File: config.mk
export PLATFORM = sky130hd
export DESIGN_NAME = stride_addr_gen
export DESIGN_NICKNAME = d
export VERILOG_FILES = /design/src/rtl/stride_addr_gen_pkg.sv /design/src/rtl/stride_addr_dp.sv /design/src/rtl/stride_addr_ctrl.sv /design/src/rtl/stride_addr_gen.sv
export SDC_FILE = /design/constraint.sdc
export NUM_CORES = 1
export LEC_CHECK = 0
export ABC_AREA = 1
export BUFFER_PORTS_ARGS = -buffer_cell sky130_fd_sc_hd__buf_2
export CORE_MARGIN = 1.5
export CORE_UTILIZATION = 50
export DETAILED_ROUTE_END_ITERATION = 16
export MAX_ROUTING_LAYER = met4
export PLACE_DENSITY = 0.71
export SYNTH_ARGS = -nofsm -noshare
export SYNTH_HDL_FRONTEND = slang
export SYNTH_HIERARCHICAL = 1
export SYNTH_SLANG_ARGS = --single-unit
File: constraint.sdc
create_clock -name clk -period 5.8 [get_ports clk]
set_input_delay 1.45 -clock clk [delete_from_list [all_inputs] [get_ports clk]]
set_output_delay 1.45 -clock clk [all_outputs]
set_load 0.01 [all_outputs]
File: src/rtl/stride_addr_gen_pkg.sv
package stride_addr_gen_pkg;

  // Strobes from control to datapath
  typedef struct packed {
    logic load;      // capture configuration, point at first byte
    logic stepByte;  // advance one byte within the current run
    logic stepRun;   // jump to the next run start
  } sagStrobe_t;

  typedef enum logic {
    SAG_IDLE = 1'b0,
    SAG_RUN  = 1'b1
  } sagState_t;

endpackage

File: src/rtl/stride_addr_dp.sv
module stride_addr_dp
  import stride_addr_gen_pkg::*;
#(
  parameter int AW = 32,
  parameter int LW = 16,
  parameter int CW = 16
) (
  input  logic          clk,
  input  logic          rst_n,
  input  sagStrobe_t    strobe,
  input  logic [AW-1:0] cfgBase,
  input  logic [LW-1:0] cfgRunLen,
  input  logic [AW-1:0] cfgPitch,
  input  logic [CW-1:0] cfgRunCount,
  output logic [AW-1:0] addrOut,
  output logic          atRunEnd,
  output logic          atLastRun,
  output logic          cfgEmpty
);

  localparam logic [LW-1:0] LEN_ONE = LW'(1);
  localparam logic [CW-1:0] CNT_ONE = CW'(1);

  logic [AW-1:0] addrQ;
  logic [AW-1:0] runBaseQ;
  logic [AW-1:0] pitchQ;
  logic [LW-1:0] lenQ;
  logic [LW-1:0] offQ;
  logic [CW-1:0] runsLeftQ;
  logic [AW-1:0] nextRunBase;

  assign nextRunBase = runBaseQ + pitchQ;

  always_ff @(posedge clk or negedge rst_n) begin
    if (!rst_n) begin
      addrQ     <= '0;
      runBaseQ  <= '0;
      pitchQ    <= '0;
      lenQ      <= '0;
      offQ      <= '0;
      runsLeftQ <= '0;
    end else if (strobe.load) begin
      addrQ     <= cfgBase;
      runBaseQ  <= cfgBase;
      pitchQ    <= cfgPitch;
      lenQ      <= cfgRunLen;
      offQ      <= '0;
      runsLeftQ <= cfgRunCount;
    end else if (strobe.stepRun) begin
      addrQ     <= nextRunBase;
      runBaseQ  <= nextRunBase;
      offQ      <= '0;
      runsLeftQ <= runsLeftQ - CNT_ONE;
    end else if (strobe.stepByte) begin
      addrQ <= addrQ + AW'(1);
      offQ  <= offQ + LEN_ONE;
    end
  end

  assign addrOut   = addrQ;
  assign atRunEnd  = (offQ == lenQ - LEN_ONE);
  assign atLastRun = (runsLeftQ == CNT_ONE);
  assign cfgEmpty  = (cfgRunLen == '0) || (cfgRunCount == '0);

  // A run jump always happens from the final byte of a run
  AST_RUNJUMP_AT_END: assert property (@(posedge clk) disable iff (!rst_n)
    strobe.stepRun |-> (offQ == lenQ - LEN_ONE)) else $error("run jump before run end");

  // Offset never passes the run length while stepping
  AST_BYTE_STEP_BOUND: assert property (@(posedge clk) disable iff (!rst_n)
    strobe.stepByte |=> (offQ != '0) && (offQ < lenQ)) else $error("offset overrun");

  // No run jump when only one run is left
  AST_NO_JUMP_LAST: assert property (@(posedge clk) disable iff (!rst_n)
    strobe.stepRun |-> (runsLeftQ > CNT_ONE)) else $error("jump past last run");

endmodule

File: src/rtl/stride_addr_ctrl.sv
module stride_addr_ctrl
  import stride_addr_gen_pkg::*;
(
  input  logic       clk,
  input  logic       rst_n,
  input  logic       start,
  input  logic       addrReady,
  input  logic       atRunEnd,
  input  logic       atLastRun,
  input  logic       cfgEmpty,
  output sagStrobe_t strobe,
  output logic       addrValid,
  output logic       runEnd,
  output logic       lastAddr,
  output logic       busy
);

  sagState_t stateQ, stateD;
  logic      startAccept;
  logic      fire;
  logic      finalFire;

  assign startAccept = start && (stateQ == SAG_IDLE);
  assign fire        = (stateQ == SAG_RUN) && addrReady;
  assign finalFire   = fire && atRunEnd && atLastRun;

  always_comb begin
    stateD = stateQ;
    unique case (stateQ)
      SAG_IDLE: if (startAccept && !cfgEmpty) stateD = SAG_RUN;
      SAG_RUN:  if (finalFire)                stateD = SAG_IDLE;
      default:                                stateD = SAG_IDLE;
    endcase
  end

  always_ff @(posedge clk or negedge rst_n) begin
    if (!rst_n) stateQ <= SAG_IDLE;
    else        stateQ <= stateD;
  end

  always_comb begin
    strobe          = '0;
    strobe.load     = startAccept;
    strobe.stepRun  = fire && atRunEnd && !atLastRun;
    strobe.stepByte = fire && !atRunEnd;
  end

  assign addrValid = (stateQ == SAG_RUN);
  assign busy      = (stateQ == SAG_RUN);
  assign runEnd    = addrValid && atRunEnd;
  assign lastAddr  = runEnd && atLastRun;

  // At most one strobe per cycle
  AST_ONE_STROBE: assert property (@(posedge clk) disable iff (!rst_n)
    $onehot0({strobe.load, strobe.stepRun, strobe.stepByte})) else $error("strobe clash");

  // Accepting the final address ends the walk
  AST_FINAL_IDLES: assert property (@(posedge clk) disable iff (!rst_n)
    (addrValid && addrReady && lastAddr) |=> !busy) else $error("busy after final");

  // An empty configuration never starts a walk
  AST_EMPTY_NO_RUN: assert property (@(posedge clk) disable iff (!rst_n)
    (!busy && start && cfgEmpty) |=> !busy) else $error("empty walk started");

endmodule

File: src/rtl/stride_addr_gen.sv
module stride_addr_gen
  import stride_addr_gen_pkg::*;
#(
  parameter int AW = 32,
  parameter int LW = 16,
  parameter int CW = 16
) (
  input  logic          clk,
  input  logic          rst_n,
  input  logic          start,
  input  logic [AW-1:0] cfgBase,
  input  logic [LW-1:0] cfgRunLen,
  input  logic [AW-1:0] cfgPitch,
  input  logic [CW-1:0] cfgRunCount,
  output logic          addrValid,
  input  logic          addrReady,
  output logic [AW-1:0] addr,
  output logic          runEnd,
  output logic          lastAddr,
  output logic          busy
);

  sagStrobe_t strobe;
  logic       atRunEnd;
  logic       atLastRun;
  logic       cfgEmpty;

  stride_addr_ctrl u_ctrl (
    .clk       (clk),
    .rst_n     (rst_n),
    .start     (start),
    .addrReady (addrReady),
    .atRunEnd  (atRunEnd),
    .atLastRun (atLastRun),
    .cfgEmpty  (cfgEmpty),
    .strobe    (strobe),
    .addrValid (addrValid),
    .runEnd    (runEnd),
    .lastAddr  (lastAddr),
    .busy      (busy)
  );

  stride_addr_dp #(.AW(AW), .LW(LW), .CW(CW)) u_dp (
    .clk         (clk),
    .rst_n       (rst_n),
    .strobe      (strobe),
    .cfgBase     (cfgBase),
    .cfgRunLen   (cfgRunLen),
    .cfgPitch    (cfgPitch),
    .cfgRunCount (cfgRunCount),
    .addrOut     (addr),
    .atRunEnd    (atRunEnd),
    .atLastRun   (atLastRun),
    .cfgEmpty    (cfgEmpty)
  );

  // Stalled output holds steady
  AST_HOLD_ON_STALL: assert property (@(posedge clk) disable iff (!rst_n)
    (addrValid && !addrReady) |=> (addrValid && $stable(addr) && $stable(runEnd) && $stable(lastAddr)))
    else $error("output moved under stall");

  // Accepted mid-run address is followed by the next byte
  AST_BYTE_STEP: assert property (@(posedge clk) disable iff (!rst_n)
    (addrValid && addrReady && !runEnd) |=> (addrValid && addr == $past(addr) + AW'(1)))
    else $error("byte step wrong");

  // Region end is also a run end
  AST_LAST_IS_RUNEND: assert property (@(posedge clk) disable iff (!rst_n)
    lastAddr |-> runEnd) else $error("last without run end");

  // Walk in progress keeps the output valid
  AST_VALID_WHILE_BUSY: assert property (@(posedge clk) disable iff (!rst_n)
    busy == addrValid) else $error("busy and valid disagree");

endmodule

After elaboration in Yosys (flattened, before gate mapping)
Cells that the tools add are included.
{ "totals": {"ff_bits": 145, "inputBits": 100, "word_cells": 45} }
{ "op_classes": {"addsub": 5, "n_eq_ne": 2, "muxes": 13, "bitwise_logic": 1, "reduce_logical": 17} }
{ "ops": {"columns": ["operator", "count"], "rows": [
  ["$mux 32", 5],
  ["$mux 16", 5],
  ["$add 32x1->32 const B", 1],
  ["$add 32x32->32", 1],
  ["$logic_not 16->1", 2],
  ["$sub 16x1->16 const B", 2],
  ["$add 16x1->16 const B", 1],
  ["$eq 16x1->1 const B", 1],
  ["$eq 16x16->1", 1],
  ["$logic_and 1x1->1", 9],
  ["$logic_not 1->1", 3],
  ["$reduce_bool 3->1", 1],
  ["$mux 1", 2],
  ["$pmux 1 s2", 1],
  ["$reduce_bool 2->1", 1],
  ["$logic_or 1x1->1", 1],
  ["$not 1->1", 1]
]} }

Logic depth before layout (Yosys ltp)
{ "logic_depth": {"word_depth": 7, "depth_mapped": 25} }

Modules after synthesis
Netlist, hierarchy kept.
{ "modules_own_cells": {"columns": ["mod", "instances", "cells_each", "area_per_inst_um2"], "rows": [
  ["stride_addr_dp", 1, 1503, 10038.4],
  ["stride_addr_ctrl", 1, 18, 105.1]
]} }

Worst setup path before layout
OpenSTA, ideal clock, no wires.
{ "synth_path": {"path_kind": "flip-flop to output port", "startpoint": "register u_dp.lenQ[0]", "endpoint": "output port lastAddr", "arrival_ps": 1919, "required_ps": 4350, "slack_ps": 2431, "path_stages_with_launch": 15, "n_path_buf": 0, "cell_sequence": "dfrtp_1 > inv_1 > ha_1 > nand2_1 > nor2_1 > nand3_1 > nor2_1 > nand3_1 > nand2_1 > o21ai_0 > inv_1 > nand4_1 > nor2_1 > nand2_1 > nor2_1"} }
{ "synth_between": {"elab_chain_len": 4} }
{ "synth_rtl": {"columns": ["item", "line_no", "text"], "rows": [
  ["from (decl)", "stride_addr_dp.sv:27", "logic [LW-1:0] lenQ;"],
  ["from (signal assigned)", "stride_addr_dp.sv:46", "lenQ <= cfgRunLen;"],
  ["$sub 16x1->16", "stride_addr_dp.sv:61", "assign atRunEnd = (offQ == lenQ - LEN_ONE);"],
  ["$eq 16x16->1", "stride_addr_dp.sv:61", null],
  ["net atRunEnd", "stride_addr_gen.sv:24", "logic atRunEnd;"],
  ["$logic_and 1x1->1", "stride_addr_ctrl.sv:50", "assign runEnd = addrValid && atRunEnd;"],
  ["$logic_and 1x1->1", "stride_addr_ctrl.sv:51", "assign lastAddr = runEnd && atLastRun;"],
  ["to (decl)", "stride_addr_gen.sv:19", "output logic lastAddr,"]
]} }
The timed path passes the listed nets, and every way through them passes these cells.

==> results.json <==
{
  "worstHoldEndpoint": "u_dp/pitchQ[12]",
  "ys_warn_count": 6,
  "hp-class": "flip-flop to flip-flop",
  "outcome": "complete, no violations",
  "syn_to_final_growth_pct": 15.0,
  "regToRegSetupSlack_ns": 1.43,
  "period_needed_ns": 4.37,
  "ant_nets": 0,
  "ys_seq_area_share_pct": 35.8,
  "cts.sinks": 145,
  "firstDrtPassIters": 5,
  "p_leak_nw": 6.20,
  "grt_usage_pct": 30.5,
  "routed-via-count": 10300,
  "mostFrequentLayoutCells": "nand2_1, inv_1, nor2_1, dfrtp_1, buf_2",
  "grt_pass1_wl_um": 50000,
  "htreeDepth": 4,
  "fmax_mhz": 229,
  "setup_violations": 0,
  "cts_buffers": 17,
  "avgSynthCellArea_sq_um": 6.67,
  "place.gp.congestion": 0.940,
  "dieArea_sq_mm": 0.0211,
  "core-area_sq_mm": 0.0197,
  "hold_depth": 2,
  "die_x_um": 145,
  "arrival_ns": 4.66,
  "syn_nets": 1658,
  "hold_viol_final": 0,
  "cts_setup_buffers": 0,
  "max_stage_delay_ns": 0.73,
  "insertion_delay_ns": 0.43,
  "peakVddDrop_v": 0.000210,
  "synth_ff_type": "dfrtp_1",
  "slew_headroom_pct": 44.7,
  "port_buffers": 135,
  "ctsResizeCount": 0,
  "path_max_fanout": 32,
  "root_buffer": "clkbuf_16",
  "clockBufferDepth": 2,
  "setup.worst_path.end_class": "flip-flop",
  "power_per_cell_area_mw_per_mm2": 441,
  "drv_cap": 0,
  "drt_iter0_drc": 668,
  "startpoint_type": "flip-flop",
  "syn_area_sq_mm": 0.0101,
  "die_h_um": 145,
  "ff2ff_path_depth": 20,
  "worstPathRequired_ns": 6.09,
  "cpMaxStageDelayCell": "nor2_4",
  "clk_pin_slew_ns": 0.07,
  "grt-ovfl-total": 0,
  "hp-start": "u_dp/pitchQ[12]",
  "crit_type": "flip-flop to flip-flop",
  "synth_seq_cells": 145,
  "fin_hold_ws_ns": 0.480,
  "crit_chain": "inv_1 > ha_1 > nand2_1 > nor2_1 > nand3_1 > nor2_1 > nand3_1 > o21ai_0 > inv_1 > nand4_1 > nor2_1 > nand2_1 > nor3_2 > inv_2 > nand2_4 > nor2_4 > inv_1 > buf_4 > a21oi_1 > nor3_1",
  "dp_hpwl_um": 23200,
  "fin_tns_setup_ns": 0,
  "async_flop_share_pct": 100,
  "antenna_found_initial": 0,
  "cts_tree": "done",
  "final_common_cell": "nand2_1",
  "totalWireLength_um": 30700,
  "worstMarginPinSlew_ns": 0.828,
  "finalNetCount": 1780,
  "io-pin-count": 136,
  "viasPerCell": 5.34,
  "r2r-start": "u_dp/lenQ[0]",
  "rows": 51,
  "cts_hold_buffers": 0,
  "drc": 0,
  "slew_viol_final": 0,
  "finClkSkew_ns": 0.0118,
  "timing.rr.end": "u_dp/offQ[2]",
  "syn_inst": 1521,
  "drive_above_1_share_pct": 12.1,
  "post-route-period-util_pct": 75.4,
  "wl_per_cell_um": 16.0,
  "synth_cell_types": 46,
  "initial_core_util_pct": 51.6,
  "rsz0062_at_grt": "false",
  "grt_pass1_vias": 9851,
  "grt_max_degree": 64,
  "synth-edff-count": 0
}
cells in the mapped netlist, drive strengths merged (4+ instances only):
library cell / number / area [sq um]
a21oi: 76 / 380
nand3b: 14 / 105
o211ai: 12 / 90.1
clkbuf: 23 / 86.3
nor3: 36 / 219
o221ai: 4 / 35.0
o21bai: 8 / 60.1
xnor2: 11 / 96.3
or2: 4 / 25.0
dfrtp: 145 / 3630
a21o: 4 / 30.0
nand3: 114 / 576
nand2: 531 / 2010
ha: 36 / 450
nor4: 9 / 62.6
nand4: 23 / 144
a22oi: 6 / 45.0
xor2: 28 / 245
inv: 184 / 693
nor2: 159 / 634
o21ai: 60 / 300
buf: 17 / 88.8
final cells by class:
type | instances | area [sq um]
well taps | 265 | 332
fillers | 1951 | 7980
repair buffers | 143 | 742
inverters | 184 | 693
diodes | 1 | 2.50
clock inverters | 13 | 175
clock buffers | 19 | 443
flip-flops and latches | 145 | 3630
multi-input cells | 1152 | 5650
state kept, by name, summed over array words and instances (netlist names):
signal,count
u_ctrl/addrValid,1
u_dp/addrOut,32
u_dp/lenQ,16
u_dp/offQ,16
u_dp/pitchQ,32
u_dp/runBaseQ,32
u_dp/runsLeftQ,16
critical path, delay by kind of cell (launching register included):
kind                       cells  cell delay (ns)
DFF                            1             0.41
buffers and inverters          5             1.05
AOI/OAI and AO/OA              2             0.32
adders and majority gates      1             0.19
and+or+nand+nor               12             2.23
stage by stage:
stage	setup slack [ns]	power [mW]	area (sq um)	instances	util, %
floorplan	2.43	3.24	10100	1521	-
global placement	1.70	3.90	11000	1889	56.2
detailed placement	1.53	3.94	11000	1889	56.2
CTS	1.45	5.14	11700	1921	59.4
global route	0.855	5.54	11700	1921	59.4
finish	1.43	5.14	11700	1922	59.4
layer usage:
metal / up-vias / wire [um] / track usage, % / share of wire [%]
met5: - / 0 / - / 0
met4: 0 / 797 / 11.2 / 2.6
met3: 51 / 1650 / 4.23 / 5.4
met2: 297 / 14400 / 48.4 / 47
met1: 4771 / 13900 / 39.9 / 45
li1: 5138 / - / - / -
power breakdown:
part | switching [mW] | total [mW] | internal [mW] | leakage [nW]
registers | 0.373 | 1.71 | 1.34 | 1.77
clock network | 0.473 | 1.17 | 0.697 | 0.296
logic | 1.43 | 2.26 | 0.829 | 4.13
kinds of logic (layout without fill, tap and decap cells):
logic type / Yosys count / count (layout) / synth area share, %
compound gates: 182 / 182 / 10.2
flops: 145 / 145 / 35.8
other cells: 0 / 1 / 0
simple gates: 894 / 894 / 37.5
fa+ha+maj: 37 / 37 / 4.64
xor+xnor: 39 / 39 / 3.37
buf+inv: 224 / 359 / 8.56
worst max path at each step:
stage	from	endpoint	slack (ns)	cells after the start
final	u_dp/lenQ[0]	u_dp/offQ[2]	1.43	20
after global routing	u_dp/lenQ[0]	u_dp/offQ[12]	0.86	25
after CTS	u_dp/lenQ[0]	lastAddr	1.45	15
after detailed placement	u_dp/lenQ[0]	u_dp/offQ[12]	1.53	25
after global placement	u_dp/lenQ[0]	u_dp/offQ[12]	1.70	25
after floorplan	u_dp/lenQ[0]	lastAddr	2.43	14
(Power assumes the default switching activity.)
